$ cat src/rtl/pit_pkg.sv
package pit_pkg;
  parameter int unsigned DATA_W = 16;
  parameter int unsigned CNT_W  = 16;
  parameter int unsigned LVL_W  = 8;

  localparam int unsigned CS_RUN  = LVL_W;
  localparam int unsigned CS_IE   = LVL_W + 1;
  localparam int unsigned CS_FRZ  = LVL_W + 2;
  localparam int unsigned CS_FLAG = DATA_W - 1;
  localparam logic [CNT_W-1:0] CNT_RST = '1;

  typedef enum logic [1:0] {
    SEL_MOD  = 2'd0,
    SEL_CS   = 2'd1,
    SEL_CNT  = 2'd2,
    SEL_NONE = 2'd3
  } sel_e;

  typedef struct packed {
    logic [LVL_W-1:0] lvl;
    logic             run;
    logic             ie;
    logic             frz_en;
  } ctrl_t;
endpackage

$ cat src/rtl/pit_regs.sv
module pit_regs
  import pit_pkg::*;
(
  input  logic              clk_i,
  input  logic              rst_ni,
  input  logic              wr_i,
  input  logic [1:0]        sel_i,
  input  logic [DATA_W-1:0] wdata_i,
  input  logic              wrap_i,
  output ctrl_t             ctrl_o,
  output logic [CNT_W-1:0]  mod_o,
  output logic              flag_o,
  output logic              mod_load_o
);
  logic cs_wr, flag_clr;
  ctrl_t ctrl_q;
  logic [CNT_W-1:0] mod_q;
  logic flag_q;

  assign cs_wr      = wr_i && (sel_e'(sel_i) == SEL_CS);
  assign mod_load_o = wr_i && (sel_e'(sel_i) == SEL_MOD);
  assign flag_clr   = cs_wr && wdata_i[CS_FLAG];

  always_ff @(posedge clk_i or negedge rst_ni) begin
    if (!rst_ni) begin
      ctrl_q <= '0;
      mod_q  <= CNT_RST;
    end else begin
      if (cs_wr) begin
        ctrl_q.lvl    <= wdata_i[LVL_W-1:0];
        ctrl_q.run    <= wdata_i[CS_RUN];
        ctrl_q.ie     <= wdata_i[CS_IE];
        ctrl_q.frz_en <= wdata_i[CS_FRZ];
      end
      if (mod_load_o) mod_q <= wdata_i[CNT_W-1:0];
    end
  end

  // reload beats software clear
  always_ff @(posedge clk_i or negedge rst_ni) begin
    if (!rst_ni)       flag_q <= 1'b0;
    else if (wrap_i)   flag_q <= 1'b1;
    else if (flag_clr) flag_q <= 1'b0;
  end

  assign ctrl_o = ctrl_q;
  assign mod_o  = mod_q;
  assign flag_o = flag_q;

  a_r5_flag_sticky: assert property (@(posedge clk_i) disable iff (!rst_ni)
    flag_q && !flag_clr |=> flag_q);
  a_r3_flag_set: assert property (@(posedge clk_i) disable iff (!rst_ni)
    wrap_i |=> flag_q);
  a_r5_clear: assert property (@(posedge clk_i) disable iff (!rst_ni)
    flag_clr && !wrap_i |=> !flag_q);
endmodule

$ cat src/rtl/pit_counter.sv
module pit_counter
  import pit_pkg::*;
(
  input  logic             clk_i,
  input  logic             rst_ni,
  input  logic             step_i,
  input  logic             load_i,
  input  logic [CNT_W-1:0] load_val_i,
  input  logic [CNT_W-1:0] mod_i,
  output logic [CNT_W-1:0] cnt_o,
  output logic             wrap_o
);
  logic [CNT_W-1:0] cnt_q, cnt_d;
  logic at_zero;

  assign at_zero = (cnt_q == '0);
  assign wrap_o  = step_i && at_zero && !load_i;

  always_comb begin
    cnt_d = cnt_q;
    if (load_i)       cnt_d = load_val_i;
    else if (wrap_o)  cnt_d = mod_i;
    else if (step_i)  cnt_d = cnt_q - 1'b1;
  end

  always_ff @(posedge clk_i or negedge rst_ni) begin
    if (!rst_ni) cnt_q <= CNT_RST;
    else         cnt_q <= cnt_d;
  end

  assign cnt_o = cnt_q;

  a_r2_hold: assert property (@(posedge clk_i) disable iff (!rst_ni)
    !step_i && !load_i |=> $stable(cnt_q));
  a_r2_dec: assert property (@(posedge clk_i) disable iff (!rst_ni)
    step_i && !load_i && !at_zero |=> cnt_q == $past(cnt_q) - 1'b1);
  a_r3_reload: assert property (@(posedge clk_i) disable iff (!rst_ni)
    step_i && !load_i && at_zero |=> cnt_q == $past(mod_i));
  a_r4_load: assert property (@(posedge clk_i) disable iff (!rst_ni)
    load_i |=> cnt_q == $past(load_val_i));
endmodule

$ cat src/rtl/pit_irq_map.sv
module pit_irq_map
  import pit_pkg::*;
(
  input  logic             req_i,
  input  logic [LVL_W-1:0] lvl_i,
  output logic [LVL_W-1:0] irq_o
);
  // field MSB is level 0
  for (genvar k = 0; k < LVL_W; k++) begin : g_lvl
    assign irq_o[k] = req_i && lvl_i[LVL_W-1-k];
  end
endmodule

$ cat src/rtl/pit_timer.sv
module pit_timer
  import pit_pkg::*;
(
  input  logic              clk_i,
  input  logic              rst_ni,
  input  logic              tick_i,
  input  logic              freeze_i,
  input  logic              wr_i,
  input  logic [1:0]        sel_i,
  input  logic [DATA_W-1:0] wdata_i,
  output logic [DATA_W-1:0] rdata_o,
  output logic [LVL_W-1:0]  irq_o
);
  ctrl_t ctrl;
  logic [CNT_W-1:0] mod_val, cnt_val;
  logic flag, mod_load, wrap, step, frozen;
  logic [DATA_W-1:0] cs_rd;

  assign frozen = ctrl.frz_en && freeze_i;
  assign step   = ctrl.run && tick_i && !frozen;

  pit_regs u_regs (
    .clk_i, .rst_ni, .wr_i, .sel_i, .wdata_i,
    .wrap_i(wrap), .ctrl_o(ctrl), .mod_o(mod_val),
    .flag_o(flag), .mod_load_o(mod_load)
  );

  pit_counter u_cnt (
    .clk_i, .rst_ni, .step_i(step), .load_i(mod_load),
    .load_val_i(wdata_i[CNT_W-1:0]), .mod_i(mod_val),
    .cnt_o(cnt_val), .wrap_o(wrap)
  );

  pit_irq_map u_map (
    .req_i(flag && ctrl.ie), .lvl_i(ctrl.lvl), .irq_o
  );

  always_comb begin
    cs_rd              = '0;
    cs_rd[LVL_W-1:0]   = ctrl.lvl;
    cs_rd[CS_RUN]      = ctrl.run;
    cs_rd[CS_IE]       = ctrl.ie;
    cs_rd[CS_FRZ]      = ctrl.frz_en;
    cs_rd[CS_FLAG]     = flag;
  end

  always_comb begin
    unique case (sel_e'(sel_i))
      SEL_MOD: rdata_o = DATA_W'(mod_val);
      SEL_CS:  rdata_o = cs_rd;
      SEL_CNT: rdata_o = DATA_W'(cnt_val);
      default: rdata_o = '0;
    endcase
  end

  a_r6_req_gated: assert property (@(posedge clk_i) disable iff (!rst_ni)
    (|irq_o) |-> flag && ctrl.ie);
  a_r6_req_held: assert property (@(posedge clk_i) disable iff (!rst_ni)
    (|irq_o) && !(wr_i && sel_i == 2'd1) |=> $stable(irq_o));
  a_r7_frozen: assert property (@(posedge clk_i) disable iff (!rst_ni)
    frozen && !mod_load |=> $stable(cnt_val));
endmodule

$ cat config.mk
export PLATFORM = sky130hd
export DESIGN_NAME = pit_timer
export DESIGN_NICKNAME = d
export VERILOG_FILES = /design/src/rtl/pit_pkg.sv /design/src/rtl/pit_regs.sv /design/src/rtl/pit_counter.sv /design/src/rtl/pit_irq_map.sv /design/src/rtl/pit_timer.sv
export SDC_FILE = /design/constraint.sdc
export NUM_CORES = 1
export LEC_CHECK = 0
export BUFFER_PORTS_ARGS = -buffer_cell sky130_fd_sc_hd__buf_2
export CAP_MARGIN = 20
export CORE_MARGIN = 1.5
export CORE_UTILIZATION = 50
export CTS_CLUSTER_DIAMETER = 80
export DETAILED_ROUTE_END_ITERATION = 6
export PLACE_DENSITY = 0.88
export SETUP_SLACK_MARGIN = 0.5
export SKIP_CTS_REPAIR_TIMING = 1
export SLEW_MARGIN = 20
export SYNTH_ARGS = -nofsm -noshare
export SYNTH_HDL_FRONTEND = slang
export SYNTH_SLANG_ARGS = --single-unit
$ cat constraint.sdc
create_clock -name clk_i -period 2.63 [get_ports clk_i]
set_input_delay 0.526 -clock clk_i [delete_from_list [all_inputs] [get_ports clk_i]]
set_output_delay 0.526 -clock clk_i [all_outputs]
set_load 0.05 [all_outputs]
==> impl_results.md, run 1 <==
- Cell-by-cell trace of the critical path: or4_4 > or4_4 > or4_4 > mux2i_1 > o21ai_1
- Most prevalent standard cell on the critical path: sky130_fd_sc_hd__or4_4
- Post-synthesis register bit count: 44
- Die boundary width: 75.0 um
- Commonest non-fill, non-tap cell in the layout: sky130_fd_sc_hd__nand2_1
- Tightest Hold Check Type: in2async
- Launching element type of the critical path: register
- Setup TNS: 0 ns
- Total area of sequential cells: approximately 1100 sq um
- Worst setup path start: u_cnt.cnt_o[7]
- Via Count: 2400
- Cell row count: 26
- Number of warnings printed during yosys synthesis: 0
- Synth Net Count: about 300
- Primary flip-flop cell chosen by synthesis mapping: sky130_fd_sc_hd__dfstp_2
- Layout Skew: around 0.011 ns
- Combined area of all synthesized cells: between 2000 and 3000 sq um
- Standby leakage power: approximately 1.5 nW
- Startpoint of the lowest-slack register-to-register path: u_cnt.cnt_o[7]
- Top-area cell type share of the netlist area: about a third
- Number of nets in the finished design: between 300 and 400
- Total power consumption of the routed design: 0.00256 W
- Most frequent cells in the layout: sky130_fd_sc_hd__nand2_1, sky130_fd_sc_hd__buf_2, sky130_fd_sc_hd__dfstp_2
- Buffers from clock root to sink, at most: 2
- Area of combinational cells with multiple inputs: 1530 sq um
- Portion of the clock cycle consumed by the worst path in the final layout: just over 90%
- Clock root cell: sky130_fd_sc_hd__clkbuf_8
- Crit-path max FO: 8
- Global-route wire length before repair: between 10000 and 15000 um
- Worst slew margin relative to its limit: between 40% and 50%
- Number of design-rule violations left by the first detailed-router iteration: 151
- Skew-Pair Late Insertion Delay: around 0.31 ns
- Fraction of layout instances using a drive strength above 1: a little over two fifths
- Overall routed net length: approximately 7100 um
- Setup repair after global routing missed its margin: true
- Arrival time worst endpoint: ~2.7 ns
- Depth of the worst register-to-register path: 5
- Fraction of the yosys area taken by sequential cells: a little over two fifths
- Clock transition at the registers of the reported paths: roughly 0.090 ns
- Async set-reset flop share out of synthesis: between 90% and 100%
- Number of filler instances in the final layout: a little under 400
- Final count of hold timing violations: 0
- Sinks on the clock net: 44
- Count of input and output buffers: 46
- Initial Utilization: 51.5%
- Tightest Pin Transition: 0.846 ns
- Sum of buffers and inverters on the critical path: 0
- Number of unique standard cell types used by synthesis: 48
- Synthesized netlist cell count: 280
- Num ports: 47
- Gr usage total: 26.1%
- Worst IR drop on VDD: 0.457 mV
- Floorplan core area: between 5000 and 6000 sq um
- Synth area leaders: sky130_fd_sc_hd__dfstp_2, sky130_fd_sc_hd__dfrtp_1, sky130_fd_sc_hd__mux2i_1, sky130_fd_sc_hd__nand2_1, sky130_fd_sc_hd__mux2_2
- Pwr dens: between 700 and 800 nW/um^2
- Maximum number of pins on one net before global-route repair: 38
- Number of optimization iterations in the first detailed-route pass: 4
- Endpoint type of the worst setup path: register
- DRC Markers: 0
- F_max: 407 MHz
- CTS tree: done
- Reg2reg setup slack: around 0.17 ns
- Setup slack of the critical path after layout: roughly 0.17 ns
- Synthesis-to-finish area growth: 27.0%
- Slowest CP cell: sky130_fd_sc_hd__or4_4
- Biggest area consumer among synthesized cells: sky130_fd_sc_hd__dfstp_2
- Count of final max-slew check failures: 0
- Number of max-cap violations: 0
- Vertical extent of the die: around 75 um
- Result of the run: finished, final reports clean
- WP data required: between 2 and 3 ns
- Number of flops mapped to enable cells by yosys: 0
- Number of inserted diodes: 0
- Antenna violations before repair: 0
- Inserted Clock Buffers: 5
- Final-report setup violation count: 0
- Worst reg2reg path endpoint: u_cnt.cnt_o[1]
- Peak per-stage delay on the critical path: around 0.63 ns
- Minimum setup slack after placement: 0.155 ns
- Detail Placement HPWL: around 5000 um
- Number of routed nets with antenna violations: 0
- Final RePlAce weighted congestion: 0.930
- Vias per std cell: approximately 5.8
- Critical setup path kind: reg2reg
- Wire length per cell after detailed routing: between 15 and 20 um
- Family with the most delay on the worst path: simple AND/OR/NAND/NOR gates
- Total grt overflow: 0
- Average footprint of a synthesized cell: slightly above 9 sq um
- Via count of the first global-routing pass: around 2200
- Final min period: between 2 and 2.5 ns
- H-tree level count: 2
- Total Die Area: ~5600 sq um
-- registers in the layout (all words and copies together), names as in the netlist --
| register | cells |
|---|---|
| u_cnt.cnt_o | 16 |
| u_regs.flag_o | 1 |
| u_regs.ctrl_o | 11 |
| u_regs.mod_o | 16 |
-- logic make-up (layout without fill, tap and decap cells) --
kind of cell | Yosys count | in the layout | share of synthesized area [%]
xor+xnor | 5 | 5 | 1.69
simple gates | 123 | 124 | 22.5
buf+inv | 22 | 82 | 3.86
fa+ha+maj | 1 | 1 | 0.482
flops | 44 | 44 | 44.0
mux | 35 | 35 | 14.0
compound gates | 50 | 50 | 13.5
-- cells in the mapped netlist, drive strengths merged (2+ instances only) --
cell,instances
and3,9
buf,6
o31ai,2
nor2,17
or4,4
o2111ai,2
dfrtp,12
nand3,7
nor3,3
dfstp,32
and2,5
a21o,2
o221ai,2
or3,2
clkbuf,11
a22oi,4
a21oi,3
a31oi,5
o311ai,3
mux2i,24
o21ai,21
xnor2,3
mux2,11
inv,5
nand2,62
xor2,2
nor4,5
nor2b,2
-- cell type report --
| cell class | count | share of cell area, % |
|---|---|---|
| multi-input combinational | 215 | 46.3 |
| sequential | 44 | 34.6 |
| timing repair buffer | 69 | 12.6 |
| tap | 70 | 2.66 |
| clock buffer | 6 | 2.20 |
| clock inverter | 2 | 1.06 |
| inverter | 5 | 0.569 |
-- how the worst max path moves through the flow --
stage	end	slack (ns)	cells past startpoint
after CTS	u_cnt.cnt_o[1]	0.14	5
after detailed placement	u_cnt.cnt_o[1]	0.16	5
after global routing	u_cnt.cnt_o[1]	0.11	5
after global placement	u_cnt.cnt_o[0]	0.22	5
final	u_cnt.cnt_o[1]	0.17	5
after floorplan	u_cnt.cnt_o[10]	0.21	7
-- stage by stage --
| stage | instances | hold slack [ns] | util [%] | area, sq um |
|---|---|---|---|---|
| 3_3_place_gp | 395 | 0.456 | 60.5 | 3050 |
| 4_1_cts | 403 | 0.342 | 62.6 | 3160 |
| 2_1_floorplan | 280 | 0.230 | - | 2710 |
| 5_1_grt | 411 | 0.374 | 65.4 | 3300 |
| 3_5_place_dp | 395 | 0.462 | 60.5 | 3050 |
| 6_report | 411 | 0.310 | 65.4 | 3300 |
-- metal layers --
layer	share of wire, %	vias up	track usage (%)
met5	0	-	0
met4	1.2	0	8.48
met3	4.7	8	4.82
met2	50	78	44.8
met1	45	1189	33.3
li1	-	1125	-
-- report_power, final --
group | total [W] | switching, W | internal [W]
registers | 0.00113 | 0.000207 | 0.000924
logic | 0.000915 | 0.000545 | 0.000370
clock network | 0.000518 | 0.000236 | 0.000282
Power figures use the tool's default switching activity.
==> run 2, diff against run 1 <==
- CORE_UTILIZATION: 50 -> 54
- PLACE_DENSITY: 0.88 -> 0.9
- clock period: 2.63 -> 2.39 ns (I/O delays scaled with it)
==> run 2 against run 1 <==
  * The flow now finishes with violations (negative setup slack)
  * Global-route usage increased by 2.8 points
  * Register-to-register slack lost 0.19 ns
  * First-iteration DRC count up 58%
  * Flip-flop and latch count did not move
  * Non-clock buffer count up 5
  * Critical path depth unchanged
  * Die area decreased by 7.1%
  * Critical path type unchanged
  * Highest routed layer unchanged
==> impl_results.md, run 2 (synthesis gave the netlist of run 1 again) <==
- Result of the run: finished with violations
- Violations in the final reports: negative setup slack
- Pwr dens: 862 nW/um^2 (+11%)
- Vias per std cell: 6.09 (+4.2%)
- Final-report setup violation count: 3 (+3)
- F_max: 415 MHz (+2.1%)
- Worst IR drop on VDD: 0.620 mV (+36%)
- CTS tree: done
- Depth of the worst register-to-register path: 5 (unchanged)
- Overall routed net length: 7580 um (+6.8%)
- Number of max-cap violations: 0 (unchanged)
- Num ports: 47 (unchanged)
- Standby leakage power: 1.56 nW (+1.2%)
- Setup TNS: -0.0429 ns (-0.0429 ns)
- Clock root cell: sky130_fd_sc_hd__clkbuf_8
- DRC Markers: 0 (unchanged)
- Worst setup path endpoint: u_cnt.cnt_o[3]
- Wire length per cell after detailed routing: 18.9 um (+9.7%)
- Floorplan core area: 4660 sq um (-7.6%)
- Arrival time worst endpoint: 2.65 ns (-0.04 ns)
- Final RePlAce weighted congestion: 0.936 (+0.57%)
- Maximum number of pins on one net before global-route repair: 36 (-5.3%)
- Reg2reg setup slack: -0.02 ns (-0.19 ns)
- Fraction of layout instances using a drive strength above 1: 48.8% (+4.9 points)
- Vertical extent of the die: 72.3 um (-3.6%)
- Setup slack of the critical path after layout: -0.0197 ns (-0.190 ns)
- Die boundary width: 72.3 um (-3.6%)
- Total grt overflow: 0 (unchanged)
- Initial Utilization: 55.7% (+4.2 points)
- Sinks on the clock net: 44 (unchanged)
- Buffers from clock root to sink, at most: 2 (unchanged)
- H-tree level count: 2 (unchanged)
- Count of input and output buffers: 46 (unchanged)
- Startpoint of the lowest-slack register-to-register path: u_cnt.cnt_o[7]
- Number of routed nets with antenna violations: 0 (unchanged)
- Final core utilization: 74.6% (+9.2 points)
- Commonest non-fill, non-tap cell in the layout: sky130_fd_sc_hd__nand2_1
- Layout Skew: 0.0118 ns (+0.000671 ns)
- Setup repair after global routing missed its margin: true
- Detail Placement HPWL: 5080 um (+1.2%)
- Crit-path max FO: 6 (-2)
- Launching element type of the critical path: register
- Antenna violations before repair: 0 (unchanged)
- Final count of hold timing violations: 0 (unchanged)
- Global-route wire length before repair: 11500 um (+6.0%)
- Count of final max-slew check failures: 0 (unchanged)
- Number of inserted diodes: 0 (unchanged)
- Synthesis-to-finish area growth: 34.0%
- Critical setup path kind: reg2reg
- Via count of the first global-routing pass: 2361 (+6.0%)
- Clock transition at the registers of the reported paths: 0.09 ns (about the same)
- Post-place instance area: 3130 sq um (+2.7%)
- Tightest Hold Check Type: in2async
- Number of nets in the finished design: 369 (+1.4%)
- Portion of the clock cycle consumed by the worst path in the final layout: 101% (+7.3 points)
- Layout Cell Area excl Fill: 3480 sq um (+5.5%)
- Endpoint type of the worst setup path: register
- Number of non-filler instances in the completed layout: 400 (-2.7%)
- Final min period: 2.41 ns (-0.0500 ns)
- Total power consumption of the routed design: 0.00300 W (+17%)
- Tightest Pin Transition: 0.812 ns (-0.0344 ns)
- Gr usage total: 28.9% (+2.8 points)
- Inserted Clock Buffers: 5 (unchanged)
- Most frequent cells in the layout: sky130_fd_sc_hd__nand2_1, sky130_fd_sc_hd__buf_2, sky130_fd_sc_hd__dfstp_2
- Placed instance count: 387 (-2.0%)
- WP data required: 2.63 ns (-0.23 ns)
- Worst slew margin relative to its limit: 45.7% (+2.1 points)
- Worst setup path start: u_cnt.cnt_o[7]
- Skew-Pair Late Insertion Delay: 0.31 ns (about the same)
- Cell row count: 25 (-3.8%)
- Worst reg2reg path endpoint: u_cnt.cnt_o[3]
- Via Count: 2435 (+1.5%)
- Number of design-rule violations left by the first detailed-router iteration: 239 (+58%)
- Total Die Area: 5230 sq um (-7.1%)
- Number of optimization iterations in the first detailed-route pass: 5 (+1)
## run 2: per-layer routing
metal / track usage [%] / wire length [um]
met5: 0 / 0
met4: 8.81 / 142
met3: 4.86 / 402
met2: 51.1 / 3860
met1: 36.1 / 3170
## run 2: power breakdown
part | internal (W) | total, W | switching [W]
clock network | 0.000311 | 0.000584 | 0.000273
logic | 0.000495 | 0.00115 | 0.000655
registers | 0.00102 | 0.00126 | 0.000244
total | 0.00182 | 0.00300 | 0.00117
## run 2: layout make-up
| type | instances | area (sq um) |
|---|---|---|
| Clock buffer | 6 | 72.6 |
| Multi-Input combinational cell | 215 | 1640 |
| Inverter | 5 | 18.8 |
| Timing Repair Buffer | 74 | 498 |
| Fill cell | 313 | 1180 |
| Clock inverter | 2 | 35.0 |
| Tap cell | 54 | 67.6 |
| Sequential cell | 44 | 1140 |
## run 2: worst min-delay path by stage
stage,slack (ns),from,cells after the start,to
finish,0.24,rst_ni,1,u_regs.ctrl_o[4]
global route,0.32,rst_ni,1,u_regs.ctrl_o[4]
CTS,0.26,rst_ni,1,u_regs.ctrl_o[5]
detailed placement,0.46,u_regs.mod_o[5],2,u_regs.mod_o[5]
global placement,0.45,u_regs.mod_o[4],2,u_regs.mod_o[4]
floorplan,0.18,rst_ni,0,u_regs.ctrl_o[0]
## run 2: per-stage QoR
stage                     worst slack, ns  hold WS (ns)
final                             -0.0197         0.238
after global routing              -0.0698         0.316
after CTS                         -0.0100         0.264
after detailed placement          0.00419         0.460
after global placement             0.0311         0.454
after floorplan                   -0.0330         0.182
## run 2: worst max-delay path, stage by stage, from the launching register on
cell and delay [ns]:
sky130_fd_sc_hd__dfstp_2 0.38, sky130_fd_sc_hd__or4_4 0.55, sky130_fd_sc_hd__or4_4 0.46, sky130_fd_sc_hd__or4_4 0.61, sky130_fd_sc_hd__mux2i_1 0.16, sky130_fd_sc_hd__o21ai_1 0.17
